## config.mk

```make
export PLATFORM = sky130hd
export DESIGN_NAME = adc_seq_ctrl
export DESIGN_NICKNAME = d
export VERILOG_FILES = /design/src/rtl/adc_seq_pkg.sv /design/src/rtl/adc_seq_pend.sv /design/src/rtl/adc_seq_slot_list.sv /design/src/rtl/adc_seq_ctrl.sv
export SDC_FILE = /design/constraint.sdc
export NUM_CORES = 1
export LEC_CHECK = 0
export BUFFER_PORTS_ARGS = -buffer_cell sky130_fd_sc_hd__buf_4
export CORE_UTILIZATION = 44
export CTS_CLUSTER_DIAMETER = 80
export DETAILED_ROUTE_END_ITERATION = 10
export PLACE_DENSITY_LB_ADDON = 0.25
export SLEW_MARGIN = 20
export SYNTH_ARGS = -nofsm -noshare
export SYNTH_HDL_FRONTEND = slang
export SYNTH_SLANG_ARGS = --single-unit
```

## constraint.sdc

```tcl
create_clock -name clk_i -period 2.3 [get_ports clk_i]
set_input_delay 0.345 -clock clk_i [delete_from_list [all_inputs] [get_ports clk_i]]
set_output_delay 0.345 -clock clk_i [all_outputs]
set_load 0.005 [all_outputs]
```

## src/rtl/adc_seq_pkg.sv

```systemverilog
package adc_seq_pkg;
  localparam int ADDR_W = 5;
  localparam int REG_W  = 32;
  localparam int DCNT_W = 3;

  localparam logic [ADDR_W-1:0] A_CTRL  = 5'd0;
  localparam logic [ADDR_W-1:0] A_START = 5'd1;
  localparam logic [ADDR_W-1:0] A_STAT  = 5'd2;
  localparam logic [ADDR_W-1:0] A_RLEN  = 5'd3;
  localparam logic [ADDR_W-1:0] A_ILEN  = 5'd4;
  localparam logic [ADDR_W-1:0] A_RDATA = 5'd5;

  // address page = addr[4:3]
  localparam logic [1:0] PG_MISC  = 2'b00;
  localparam logic [1:0] PG_RSLOT = 2'b01;
  localparam logic [1:0] PG_ISLOT = 2'b10;
  localparam logic [1:0] PG_IDATA = 2'b11;

  typedef enum logic {GRP_REG = 1'b0, GRP_INS = 1'b1} grp_e;
endpackage

```

## src/rtl/adc_seq_pend.sv

```systemverilog
module adc_seq_pend (
  input  logic clk_i,
  input  logic rst_ni,
  input  logic trig_i,
  input  logic take_i,
  output logic req_o
);
  logic pend_q;

  assign req_o = pend_q | trig_i;

  always_ff @(posedge clk_i or negedge rst_ni) begin
    if (!rst_ni) pend_q <= 1'b0;
    else         pend_q <= (pend_q | trig_i) & ~take_i;
  end
endmodule

```

## src/rtl/adc_seq_slot_list.sv

```systemverilog
module adc_seq_slot_list #(
  parameter int SLOTS = 8,
  parameter int CH_W  = 5,
  localparam int PW   = $clog2(SLOTS)
) (
  input  logic            clk_i,
  input  logic            rst_ni,
  input  logic            we_i,
  input  logic [PW-1:0]   cidx_i,
  input  logic [CH_W-1:0] wch_i,
  output logic [CH_W-1:0] cch_o,
  input  logic [PW-1:0]   ridx_i,
  output logic [CH_W-1:0] rch_o
);
  logic [CH_W-1:0] ch_q [SLOTS];

  always_ff @(posedge clk_i or negedge rst_ni) begin
    if (!rst_ni) begin
      for (int i = 0; i < SLOTS; i++) ch_q[i] <= '0;
    end else if (we_i) begin
      ch_q[cidx_i] <= wch_i;
    end
  end

  assign cch_o = ch_q[cidx_i];
  assign rch_o = ch_q[ridx_i];
endmodule

```

## src/rtl/adc_seq_ctrl.sv

```systemverilog
module adc_seq_ctrl
  import adc_seq_pkg::*;
#(
  parameter int REG_SLOTS = 8,
  parameter int INS_SLOTS = 4,
  parameter int CH_W      = 5,
  parameter int DATA_W    = 12
) (
  input  logic              clk_i,
  input  logic              rst_ni,
  input  logic              we_i,
  input  logic [4:0]        addr_i,
  input  logic [31:0]       wdata_i,
  output logic [31:0]       rdata_o,
  input  logic              reg_ext_i,
  input  logic              ins_ext_i,
  output logic              start_o,
  output logic [CH_W-1:0]   chan_o,
  input  logic              done_i,
  input  logic [DATA_W-1:0] result_i,
  output logic              irq_o
);
  localparam int RPW = $clog2(REG_SLOTS);
  localparam int IPW = $clog2(INS_SLOTS);

  // configuration and status
  logic scan_q, cont_q, rdisc_q, idisc_q, eoc_ie_q, eoic_ie_q, rext_q, iext_q;
  logic [DCNT_W-1:0] dcnt_q;
  logic [RPW-1:0]    rlen_q;
  logic [IPW-1:0]    ilen_q;
  logic              eoc_q, eoic_q;
  logic [DATA_W-1:0] rdata_q;
  logic [DATA_W-1:0] idata_q [INS_SLOTS];

  // engine
  logic              busy_q, start_q, reg_run_q, ins_run_q;
  grp_e              grp_q;
  logic [CH_W-1:0]   chan_q;
  logic [RPW-1:0]    reg_pos_q;
  logic [IPW-1:0]    ins_pos_q;
  logic [DCNT_W:0]   reg_left_q;

  logic [1:0] page;
  logic wr_ctrl, wr_stat, sw_reg, sw_ins, reg_trig, ins_trig;
  logic reg_req, ins_req, ins_want, reg_want;
  logic launch_ins, launch_reg, take_ins, take_reg, done_ev;
  logic reg_last, ins_last, eoc_set, eoic_set;
  logic [RPW-1:0] reg_idx;
  logic [IPW-1:0] ins_idx;
  logic [CH_W-1:0] reg_ch, ins_ch, rcfg_ch, icfg_ch;
  logic unused_wdata;

  assign page    = addr_i[4:3];
  assign wr_ctrl = we_i && addr_i == A_CTRL;
  assign wr_stat = we_i && addr_i == A_STAT;
  assign sw_reg  = we_i && addr_i == A_START && wdata_i[0];
  assign sw_ins  = we_i && addr_i == A_START && wdata_i[1];
  assign reg_trig = sw_reg | (rext_q & reg_ext_i);
  assign ins_trig = sw_ins | (iext_q & ins_ext_i);
  assign unused_wdata = ^wdata_i[31:11];

  adc_seq_pend u_reg_pend (.clk_i, .rst_ni, .trig_i(reg_trig), .take_i(take_reg), .req_o(reg_req));
  adc_seq_pend u_ins_pend (.clk_i, .rst_ni, .trig_i(ins_trig), .take_i(take_ins), .req_o(ins_req));

  adc_seq_slot_list #(.SLOTS(REG_SLOTS), .CH_W(CH_W)) u_reg_list (
    .clk_i, .rst_ni,
    .we_i(we_i && page == PG_RSLOT), .cidx_i(addr_i[RPW-1:0]), .wch_i(wdata_i[CH_W-1:0]),
    .cch_o(rcfg_ch), .ridx_i(reg_idx), .rch_o(reg_ch));

  adc_seq_slot_list #(.SLOTS(INS_SLOTS), .CH_W(CH_W)) u_ins_list (
    .clk_i, .rst_ni,
    .we_i(we_i && page == PG_ISLOT), .cidx_i(addr_i[IPW-1:0]), .wch_i(wdata_i[CH_W-1:0]),
    .cch_o(icfg_ch), .ridx_i(ins_idx), .rch_o(ins_ch));

  // scan off: slot 0 only
  assign reg_idx  = scan_q ? reg_pos_q : '0;
  assign ins_idx  = scan_q ? ins_pos_q : '0;
  assign reg_last = !scan_q || reg_pos_q == rlen_q;
  assign ins_last = !scan_q || ins_pos_q == ilen_q;

  // inserted group wins arbitration between conversions
  assign ins_want   = ins_run_q | ins_req;
  assign reg_want   = reg_run_q | reg_req;
  assign launch_ins = !busy_q && ins_want;
  assign launch_reg = !busy_q && !ins_want && reg_want;
  assign take_ins   = launch_ins && !ins_run_q;
  assign take_reg   = launch_reg && !reg_run_q;
  assign done_ev    = busy_q && done_i;
  assign eoc_set    = done_ev && grp_q == GRP_REG && reg_last;
  assign eoic_set   = done_ev && grp_q == GRP_INS && ins_last;

  always_ff @(posedge clk_i or negedge rst_ni) begin
    if (!rst_ni) begin
      {scan_q, cont_q, rdisc_q, idisc_q, eoc_ie_q, eoic_ie_q, rext_q, iext_q} <= '0;
      dcnt_q <= '0;
      rlen_q <= '0;
      ilen_q <= '0;
      eoc_q  <= 1'b0;
      eoic_q <= 1'b0;
    end else begin
      if (wr_ctrl) begin
        scan_q    <= wdata_i[0];
        cont_q    <= wdata_i[1];
        rdisc_q   <= wdata_i[2];
        idisc_q   <= wdata_i[3] & ~wdata_i[2];
        dcnt_q    <= wdata_i[6:4];
        eoc_ie_q  <= wdata_i[7];
        eoic_ie_q <= wdata_i[8];
        rext_q    <= wdata_i[9];
        iext_q    <= wdata_i[10];
      end
      if (we_i && addr_i == A_RLEN) rlen_q <= wdata_i[RPW-1:0];
      if (we_i && addr_i == A_ILEN) ilen_q <= wdata_i[IPW-1:0];
      // set beats a same-cycle clear
      eoc_q  <= eoc_set  || (eoc_q  && !(wr_stat && !wdata_i[0]));
      eoic_q <= eoic_set || (eoic_q && !(wr_stat && !wdata_i[1]));
    end
  end

  always_ff @(posedge clk_i or negedge rst_ni) begin
    if (!rst_ni) begin
      busy_q     <= 1'b0;
      start_q    <= 1'b0;
      grp_q      <= GRP_REG;
      chan_q     <= '0;
      reg_run_q  <= 1'b0;
      ins_run_q  <= 1'b0;
      reg_pos_q  <= '0;
      ins_pos_q  <= '0;
      reg_left_q <= '0;
      rdata_q    <= '0;
      for (int i = 0; i < INS_SLOTS; i++) idata_q[i] <= '0;
    end else begin
      start_q <= 1'b0;
      if (launch_ins || launch_reg) begin
        busy_q  <= 1'b1;
        start_q <= 1'b1;
        grp_q   <= launch_ins ? GRP_INS : GRP_REG;
        chan_q  <= launch_ins ? ins_ch : reg_ch;
      end
      if (take_reg) begin
        reg_run_q  <= 1'b1;
        reg_left_q <= {1'b0, dcnt_q} + 1'b1;
      end
      if (take_ins) ins_run_q <= 1'b1;
      if (done_ev) begin
        busy_q <= 1'b0;
        if (grp_q == GRP_REG) begin
          rdata_q   <= result_i;
          reg_pos_q <= reg_last ? '0 : reg_pos_q + 1'b1;
          if (rdisc_q) begin
            reg_left_q <= reg_left_q - 1'b1;
            reg_run_q  <= !(reg_last || reg_left_q == 1);
          end else begin
            reg_run_q  <= !reg_last || cont_q;
          end
        end else begin
          idata_q[ins_idx] <= result_i;
          ins_pos_q <= ins_last ? '0 : ins_pos_q + 1'b1;
          ins_run_q <= !idisc_q && !ins_last;
        end
      end
    end
  end

  assign start_o = start_q;
  assign chan_o  = chan_q;
  assign irq_o   = (eoc_q && eoc_ie_q) || (eoic_q && eoic_ie_q);

  always_comb begin
    rdata_o = '0;
    unique case (page)
      PG_MISC: begin
        case (addr_i)
          A_CTRL:  rdata_o = {21'b0, iext_q, rext_q, eoic_ie_q, eoc_ie_q, dcnt_q,
                              idisc_q, rdisc_q, cont_q, scan_q};
          A_STAT:  rdata_o = {30'b0, eoic_q, eoc_q};
          A_RLEN:  rdata_o = REG_W'(rlen_q);
          A_ILEN:  rdata_o = REG_W'(ilen_q);
          A_RDATA: rdata_o = REG_W'(rdata_q);
          default: rdata_o = '0;
        endcase
      end
      PG_RSLOT: rdata_o = REG_W'(rcfg_ch);
      PG_ISLOT: rdata_o = REG_W'(icfg_ch);
      PG_IDATA: rdata_o = REG_W'(idata_q[addr_i[IPW-1:0]]);
      default:  rdata_o = '0;
    endcase
  end
endmodule

```

==> results.toml, run 1 <==
[global_route]
overflow = 0
grt_pass1_wl_um = 33750
grt_usage_pct = 23.06
grt_pass1_vias = 6063
grt_max_degree = 59
antenna_found_initial = 0

[yosys]
synth_common_cells = "dfrtp_1 (159), mux2_2 (139), nand2_1 (69)"
synth-simple-area-share_pct = 8.599
synth_ff_type = "dfrtp_1"
synth_edf_count = 0
synth_warnings = 0
synth_xor_xnor_area_share_pct = 0.6381
ys_types = 58
synth_top_family_by_area = "multiplexers"
synthCells = 659
synthMuxAreaShare_pct = 28.61
synth_most_common_cell = "dfrtp_1"
synth_top_area_cell = "dfrtp_1"
synth_fa_ha_area_share_pct = 0.6077
synth_compound_area_share_pct = 8.493
synth_top_area_share_pct = 48.31
ys_seq_area_share_pct = 48.31
async_reset_ff_share_pct = 100.0
synthTopCellsByArea = "dfrtp_1 (48%), mux2_2 (19%), mux4_2 (8.8%)"
syn_area_um2 = 8235
avgSynthCellArea_um2 = 12.50
ys_seq_elements = 159

[sta]
period_needed_ns = 2.562
whs_ns = 0.1266
slew_headroom_pct = 48.91
worst_pin_slew_ns = 0.7583
timing.final.ws_setup_ns = -0.2618
finClkSkew_ns = 0.01056
setup_tns_ns = -0.4746
slew_viol_final = 0
timing.final.crit_share_pct = 111.4
grt_setup_unrepaired = "true"
fmax_mhz = 390.4
setup_viol = 4
hold_violations = 0

[pwr]
p_sw_mw = 2.790
internal-power_mw = 6.541
ir_drop_mv = 0.5341
pwr-share-clk_pct = 31.0
p_leak_nw = 4.542
combPwrFrac_pct = 25.6
p_seq_share_pct = 43.4
power_per_cell_area_nw_per_um2 = 940.5
fin_total_pwr_mw = 9.332
swShare_pct = 29.90

[layout]
drive_gt1_share_pct = 44.49
post-route-cell-area_um2 = 9922
fill_cells = 1516
final_nets = 817
area_delta_synth_final_pct = 20.48
multi_input_comb_area_um2 = 3986
diodes = 0
seqCellArea_um2 = 3979

[worst_hold_path]
hold_depth = 2
hold_start = "done_i"
min_to = "busy_q$_DFFE_PN0P_"
hold_path.class = "primary input to flip-flop"

[status]
violations = "DRC, setup timing"
status = "finished with violations"

[placement]
dpl-instance-area_um2 = 9100
place_congestion = 0.9072
post-place-ws_ns = -0.1843
hpwl_um = 14490
port_buffers = 52

[route]
routed_wl_um = 21010
viasPerCell = 5.819
via_count = 5819
drc = 13
ant_nets = 0
wl_per_cell_um = 21.01
first_iter_violations = 364
drt_pass1_iterations = 11

[setup_path]
r2r_end = "idata_q[39]$_DFFE_PN0P_"
critPathRequiredTime_ns = 1.96
start_kind = "flip-flop"
path_class = "flip-flop to primary output"
worstPathArrival_ns = 2.22
r2r_setup_slack_ns = 0.25
end_kind = "primary output"
reg2reg_depth = 4
crit_fanout = 3
r2r_start = "ins_pos_q[0]$_DFFE_PN0P_"

[floorplan]
fp.dieH_um = 138.8
ios = 94
initial_core_util_pct = 45.38
dieArea_um2 = 19270
placement_rows = 49
die-width_um = 138.8
coreArea_um2 = 18150

[flow_run]
max-cap-violations = 0

[cts]
clk_pin_slew_ns = 0.07
cts_tree = "built"
clockRootBuffer = "clkbuf_16"
clock-sinks = 159
clk_latency_ns = 0.43
clockBufferDepth = 2
htree_num_levels = 4
numCtsBuffers = 17
-- worst max-delay path: stages, from the launching register on --
cell and delay (ns):
dfrtp_1 0.41, mux4_2 0.46, mux2_4 0.28, mux4_2 0.50, buf_6 0.14
-- cells in the final DEF (no fill, tap or decap), types with 3 or more instances in the layout --
cell type / instances
clkinv_4: 4
conb_1: 20
or4_1: 3
dfrtp_1: 159
nand3b_1: 5
a22o_1: 7
buf_6: 4
and2_1: 3
and3_1: 3
o22ai_1: 3
nor2b_1: 8
nor3_1: 3
nand3_1: 12
nand2_1: 69
mux2i_1: 7
o21ai_0: 25
buf_12: 6
a22oi_1: 19
a221oi_1: 3
o21a_1: 3
buf_4: 114
o31a_1: 3
xor2_1: 5
clkbuf_16: 17
o31ai_1: 4
a211oi_1: 3
mux2_2: 137
inv_6: 4
inv_1: 5
a21oi_1: 8
nor2_1: 19
ha_1: 4
a21o_1: 3
mux4_2: 32
-- worst max path at each step --
stage	startpoint	endpoint	slack, ns	cells past startpoint
finish	u_reg_list.ch_q[17]$_DFFE_PN0P_	rdata_o[2]	-0.26	4
detailed placement	addr_i[0]	rdata_o[3]	-0.18	7
global placement	addr_i[0]	rdata_o[3]	-0.12	7
global route	u_reg_list.ch_q[22]$_DFFE_PN0P_	rdata_o[2]	-0.32	4
floorplan	addr_i[1]	rdata_o[2]	0.27	4
CTS	u_reg_list.ch_q[17]$_DFFE_PN0P_	rdata_o[2]	-0.27	4
-- routing by layer --
layer	global-route usage [%]	routed length, µm
met5	0	0
met4	7.135	326
met3	4.972	1135
met2	38.12	10400
met1	30.43	9142
-- power groups by stage --
stage | registers [mW] | logic [mW] | clock network [mW]
2_1_floorplan | 3.87 | 1.56 | 0
3_3_place_gp | 4.05 | 2.16 | 0
3_5_place_dp | 4.10 | 2.24 | 0
4_1_cts | 4.04 | 2.37 | 2.97
5_1_grt | 4.13 | 2.61 | 3.07
6_report | 4.05 | 2.39 | 2.89
-- logic make-up after synthesis --
family,Yosys count
mux,178
flops,159
simple gates,142
compound gates,99
buf+inv,70
xor+xnor,6
fa+ha+maj,4
other cells,1
-- metrics by stage --
step                instances  utilization (%)
floorplan                 678                -
global route             1000            54.67
detailed placement        948            50.14
global placement          948            50.14
CTS                       995            54.43
finish                   1000            54.67
-- registers in the layout, summed over array words and instances (netlist names), 2 cells and up --
signal           count
u_reg_list.ch_q     40
u_ins_list.ch_q     20
rlen_q               3
reg_left_q           4
ins_pos_q            2
dcnt_q               3
idata_q             48
reg_pos_q            3
rdata_q             12
chan_o               5
ilen_q               2
-- area by class of cell --
type / instances / area share, %
clock buffer: 20 / 4.603
multi-input combinational: 449 / 40.18
sequential: 159 / 40.10
tap: 229 / 2.888
clock inverter: 12 / 1.501
inverter: 5 / 0.1892
timing repair buffer: 126 / 10.54
-- repair_timing --
action,CTS,global route
endpoints found under the setup margin,9,6
setup buffers,14,5
endpoints found under the hold margin,55,0
gates cloned,0,0
hold buffers,1,0
pin swaps,3,1
gates resized for setup,14,2
Note: power is estimated with default switching activity, not from simulation.
==> inputs of run 2 (changes only) <==
==> constraint.sdc (replaced) <==
create_clock -name clk_i -period 2.3 [get_ports clk_i]
set_input_delay 0.115 -clock clk_i [delete_from_list [all_inputs] [get_ports clk_i]]
set_output_delay 0.115 -clock clk_i [all_outputs]
set_load 0.005 [all_outputs]
==> run 2 against run 1 <==
  * The run still ends with DRC, setup timing left
  * Sequential share of layout area increased by 0.44 points
  * Cell count decreased by 1.0%
  * Total power decreased by 0.61%
  * Flip-flop and latch count unchanged
  * Critical path depth unchanged
  * Critical path type unchanged
  * Critical endpoint unchanged
  * Largest power group unchanged
==> results.toml, run 2 (same netlist as run 1, synthesis figures left out) <==
[status]
status = "finished with violations"
violations = "DRC, setup timing"

[sta]
worst_pin_slew_ns = 0.7413
slew_viol_final = 0
finClkSkew_ns = 0.008594
whs_ns = 0.04245
grt_setup_unrepaired = "true"
timing.final.crit_share_pct = 101.2
setup_viol = 1
timing.final.ws_setup_ns = -0.02693
slew_headroom_pct = 50.58
hold_violations = 0
period_needed_ns = 2.327
fmax_mhz = 429.8

[worst_hold_path]
hold_path.class = "primary input to flip-flop"

[cts]
htree_num_levels = 4
clockRootBuffer = "clkbuf_16"
clk_pin_slew_ns = 0.06
numCtsBuffers = 17
clockBufferDepth = 2
cts_tree = "built"
clock-sinks = 159
clk_latency_ns = 0.43

[route]
via_count = 5701
viasPerCell = 5.759
routed_wl_um = 20410
drt_pass1_iterations = 10
first_iter_violations = 453
drc = 23
ant_nets = 0
wl_per_cell_um = 20.62

[floorplan]
die-width_um = 138.8
coreArea_um2 = 18150
dieArea_um2 = 19270
initial_core_util_pct = 45.38
fp.dieH_um = 138.8
placement_rows = 49
ios = 94

[global_route]
grt_pass1_vias = 5881
grt_pass1_wl_um = 33190
grt_usage_pct = 22.66
antenna_found_initial = 0
grt_max_degree = 70
overflow = 0

[layout]
fin_util_pct = 54.10
regMostFlops = "idata_q"
seqCellArea_um2 = 3980
fill_cells = 1519
final_cell_mix = "dfrtp_1 (158), mux2_2 (138), buf_4 (92)"
final_nets = 807
multi_input_comb_area_um2 = 3945
final_cell_count_no_fill = 990
largest_register_ffs = 48
top_regs = "idata_q x48, u_reg_list.ch_q x40, u_ins_list.ch_q x20"
area_delta_synth_final_pct = 19.20
diodes = 0
drive_gt1_share_pct = 40.74
layout_commonest_cell = "dfrtp_1"

[setup_path]
crit_fanout = 3
critPathRequiredTime_ns = 2.18
path_class = "flip-flop to primary output"
worstPathArrival_ns = 2.21
end_kind = "primary output"
r2r_setup_slack_ns = 0.23
start_kind = "flip-flop"

[pwr]
power_per_cell_area_nw_per_um2 = 944.7
ir_drop_mv = 0.4914
p_leak_nw = 4.445
fin_total_pwr_mw = 9.274

[flow_run]
max-cap-violations = 0

[placement]
hpwl_um = 14300
dp.cells = 929
place_congestion = 0.8421
post-place-ws_ns = 0.2526
port_buffers = 52
## run 2: metrics by stage
stage,instance area [µm²],setup TNS [ns]
6_report,9817,-0.02693
5_1_grt,9817,-0.07050
4_1_cts,9794,-0.03282
3_5_place_dp,8907,0
3_3_place_gp,8907,0
2_1_floorplan,8307,0
## run 2: path summary, 6_finish.rpt
check	cells after the start	endpoint	startpoint
setup / recovery	4	rdata_o[2]	u_reg_list.ch_q[32]$_DFFE_PN0P_
hold / removal	2	u_reg_list.ch_q[23]$_DFFE_PN0P_	wdata_i[3]
setup reg to reg	5	chan_o[2]$_DFFE_PN0P_	reg_pos_q[0]$_DFFE_PN0P_
hold reg to reg	2	rdata_q[5]$_DFFE_PN0P_	rdata_q[5]$_DFFE_PN0P_
max in group asynchronous	3	idata_q[16]$_DFFE_PN0P_	rst_ni
min in group asynchronous	2	idata_q[45]$_DFFE_PN0P_	rst_ni
## run 2: metal layers
metal	vias up	GRT usage [%]	share of wire [%]	wire, µm
met5	-	0	0	0
met1	2937	30.18	45	9125
li1	2574	-	-	-
met3	24	4.558	4.7	957
met4	0	7.368	1.5	315
met2	166	37.21	49	10010
## run 2: layout make-up
type                    instances  share of cell area [%]
multi-input cells             449                   40.19
clock inverters                11                   1.555
inverters                       5                  0.1912
well taps                     229                   2.919
flip-flops and latches        159                   40.54
clock buffers                  21                   4.894
repair buffers                116                   9.712
## run 2: power breakdown
group / internal, mW / switching [mW] / total [mW]
combinational: 1.24 / 0.948 / 2.19
sequential: 3.50 / 0.593 / 4.09
clock: 1.83 / 1.16 / 2.99
total: 6.57 / 2.70 / 9.27
## run 2: repair_timing
| action | 4_1_cts | 5_1_grt |
|---|---|---|
| endpoints found under the hold margin | 132 | 0 |
| setup buffers | 6 | 3 |
| hold buffers | 20 | 0 |
| endpoints found under the setup margin | 2 | 2 |
| resized for setup | 3 | 0 |
## run 2: worst max-delay path, cell delays in order, from the launching register on
cell and delay, ns:
dfrtp_1 0.39, mux4_2 0.46, mux2_4 0.29, mux4_2 0.51, buf_6 0.14
==> inputs of run 3 (changes only) <==
Settings changed: PLACE_DENSITY set to 0.65, PLACE_DENSITY_LB_ADDON 0.25 to not set.
==> run 3 against run 2 <==
  * Worst hold slack barely moved
  * Highest routed layer unchanged
  * Cell area shrank 0.76%
  * Core utilization shrank 0.41 points
  * The flow still finishes with violations (DRC, setup timing)
  * Largest cell class unchanged
  * Flip-flop and latch count stayed put
  * Critical endpoint unchanged
==> results.toml, run 3 (same netlist as run 1, synthesis figures left out) <==
[setup_path]
cp-endpoint = "rdata_o[2]"
max_stage_delay_ns = 0.50
reg2reg_depth = 5
crit_chain = "mux4_2 -> mux2_4 -> mux4_2 -> buf_6"
cp_slowest_cell = "mux4_2"
crit_buf_inv = 1
worstPathArrival_ns = 2.22
worstSetupPathDepth = 4
critical_path.top_delay_family = "multiplexers"
end_kind = "primary output"
crit_path_start = "u_reg_list.ch_q[17]$_DFFE_PN0P_"
crit_fanout = 3
start_kind = "flip-flop"
path_class = "flip-flop to primary output"
critPathRequiredTime_ns = 2.18
r2r_end = "chan_o[2]$_DFFE_PN0P_"
r2r_setup_slack_ns = 0.34
r2r_start = "iext_q$_DFFE_PN0P_"
cp_common_cell = "mux4_2"

[floorplan]
coreArea_um2 = 18150
ios = 94
dieArea_um2 = 19270
fp.dieH_um = 138.8
die-width_um = 138.8
initial_core_util_pct = 45.38
placement_rows = 49

[route]
drt_pass1_iterations = 10
wl_met1_um = 9277
ant_nets = 0
drc = 8
wl_met3_um = 918
via_count = 5781
first_iter_violations = 428
met2_length_um = 10420
routed_wl_um = 21060
wl_per_cell_um = 21.45
viasPerCell = 5.887
top_layer_used = "met4"

[global_route]
grt_usage_pct = 23.43
grt_pass1_wl_um = 34420
grt_pass1_vias = 6146
antenna_found_initial = 0
grt_max_degree = 68
overflow = 0

[layout]
seqCellArea_um2 = 3980
largest_register_ffs = 48
fill_cells = 1477
final_cell_mix = "dfrtp_1 (158), mux2_2 (138), buf_4 (85)"
top_regs = "idata_q x48, u_reg_list.ch_q x40, u_ins_list.ch_q x20"
fin_util_pct = 53.68
post-route-cell-area_um2 = 9742
final_nets = 799
multi_input_comb_area_um2 = 3949
drive_gt1_share_pct = 40.11
layout_commonest_cell = "dfrtp_1"
diodes = 0
area_delta_synth_final_pct = 18.29
regMostFlops = "idata_q"

[status]
violations = "DRC, setup timing"
status = "finished with violations"

[pwr]
p_leak_nw = 4.398
ir_drop_mv = 0.5657
power_per_cell_area_nw_per_um2 = 951.8

[cts]
clockBufferDepth = 2
clk_latency_ns = 0.43
numCtsBuffers = 17
cts_tree = "built"
clk_pin_slew_ns = 0.06
clockRootBuffer = "clkbuf_16"
clock-sinks = 159
htree_num_levels = 4

[sta]
worst_pin_slew_ns = 0.6636
hold_violations = 0
period_needed_ns = 2.334
setup_viol = 1
fmax_mhz = 428.5
slew_headroom_pct = 55.76
timing.final.crit_share_pct = 101.5
setup_tns_ns = -0.03352
finClkSkew_ns = 0.006343
timing.final.ws_setup_ns = -0.03352
grt_setup_unrepaired = "true"
slew_viol_final = 0

[placement]
hpwl_um = 14500
post-place-ws_ns = 0.2499
port_buffers = 52
dpl-instance-area_um2 = 8872
place_congestion = 0.8833

[flow_run]
max-cap-violations = 0

[worst_hold_path]
hold_depth = 3
hold_start = "wdata_i[3]"
hold_path.class = "primary input to flip-flop"
run 3: cell count changes in the layout (fill, tap and decap cells not counted), sizes merged:
| cell | change |
|---|---|
| buf | -8 |
| clkbuf | +2 |
| clkinvlp | -1 |
| inv | -1 |
run 3: repair_timing:
item,4_1_cts,5_1_grt
setup buffers,3,1
endpoints found under the setup margin,2,1
hold endpoints to repair,129,0
hold buffers,20,0
gates resized for setup,4,0
pin swaps,0,0
run 3: per-layer routing:
metal,up-vias,GRT usage (%)
li1,2541,-
met1,3035,30.77
met2,165,38.76
met3,40,4.765
met4,0,8.129
met5,-,0
run 3: worst reg2reg max path, cell delays in order, from the launching register on:
cell	delay (ns)
dfrtp_1	0.40
a21o_1	0.24
a31oi_4	0.23
o211ai_2	0.25
or4_1	0.63
a21oi_1	0.15
run 3: worst min-delay path by stage:
stage                                     endpoint  slack (ns)
floorplan                       busy_q$_DFFE_PN0P_       -0.18
global placement           idata_q[43]$_DFFE_PN0P_        0.16
detailed placement          rdata_q[8]$_DFFE_PN0P_        0.16
CTS                            idisc_q$_DFFE_PN0P_        0.03
global route        u_reg_list.ch_q[9]$_DFFE_PN0P_        0.06
finish                         idisc_q$_DFFE_PN0P_        0.04
run 3: metrics by stage:
stage / power (mW) / hold slack [ns] / instances
after floorplan: 5.433 / -0.1806 / 678
after global placement: 6.111 / 0.1584 / 926
after detailed placement: 6.255 / 0.1586 / 926
after CTS: 9.294 / 0.03011 / 981
after global routing: 9.739 / 0.05868 / 982
final: 9.272 / 0.04224 / 982
run 3: final cells by class:
| cell class | instances | area share, % |
|---|---|---|
| Inverter | 5 | 0.1927 |
| Tap cell | 229 | 2.941 |
| Multi-Input combinational cell | 449 | 40.53 |
| Clock inverter | 9 | 1.323 |
| Clock buffer | 23 | 5.112 |
| Timing Repair Buffer | 108 | 9.042 |
| Sequential cell | 159 | 40.86 |
run 3: where the power goes:
| part | internal [mW] | leakage [nW] | switching, mW |
|---|---|---|---|
| Sequential | 3.50 | 2.03 | 0.592 |
| Combinational | 1.22 | 2.07 | 0.975 |
| Clock | 1.85 | 0.306 | 1.13 |
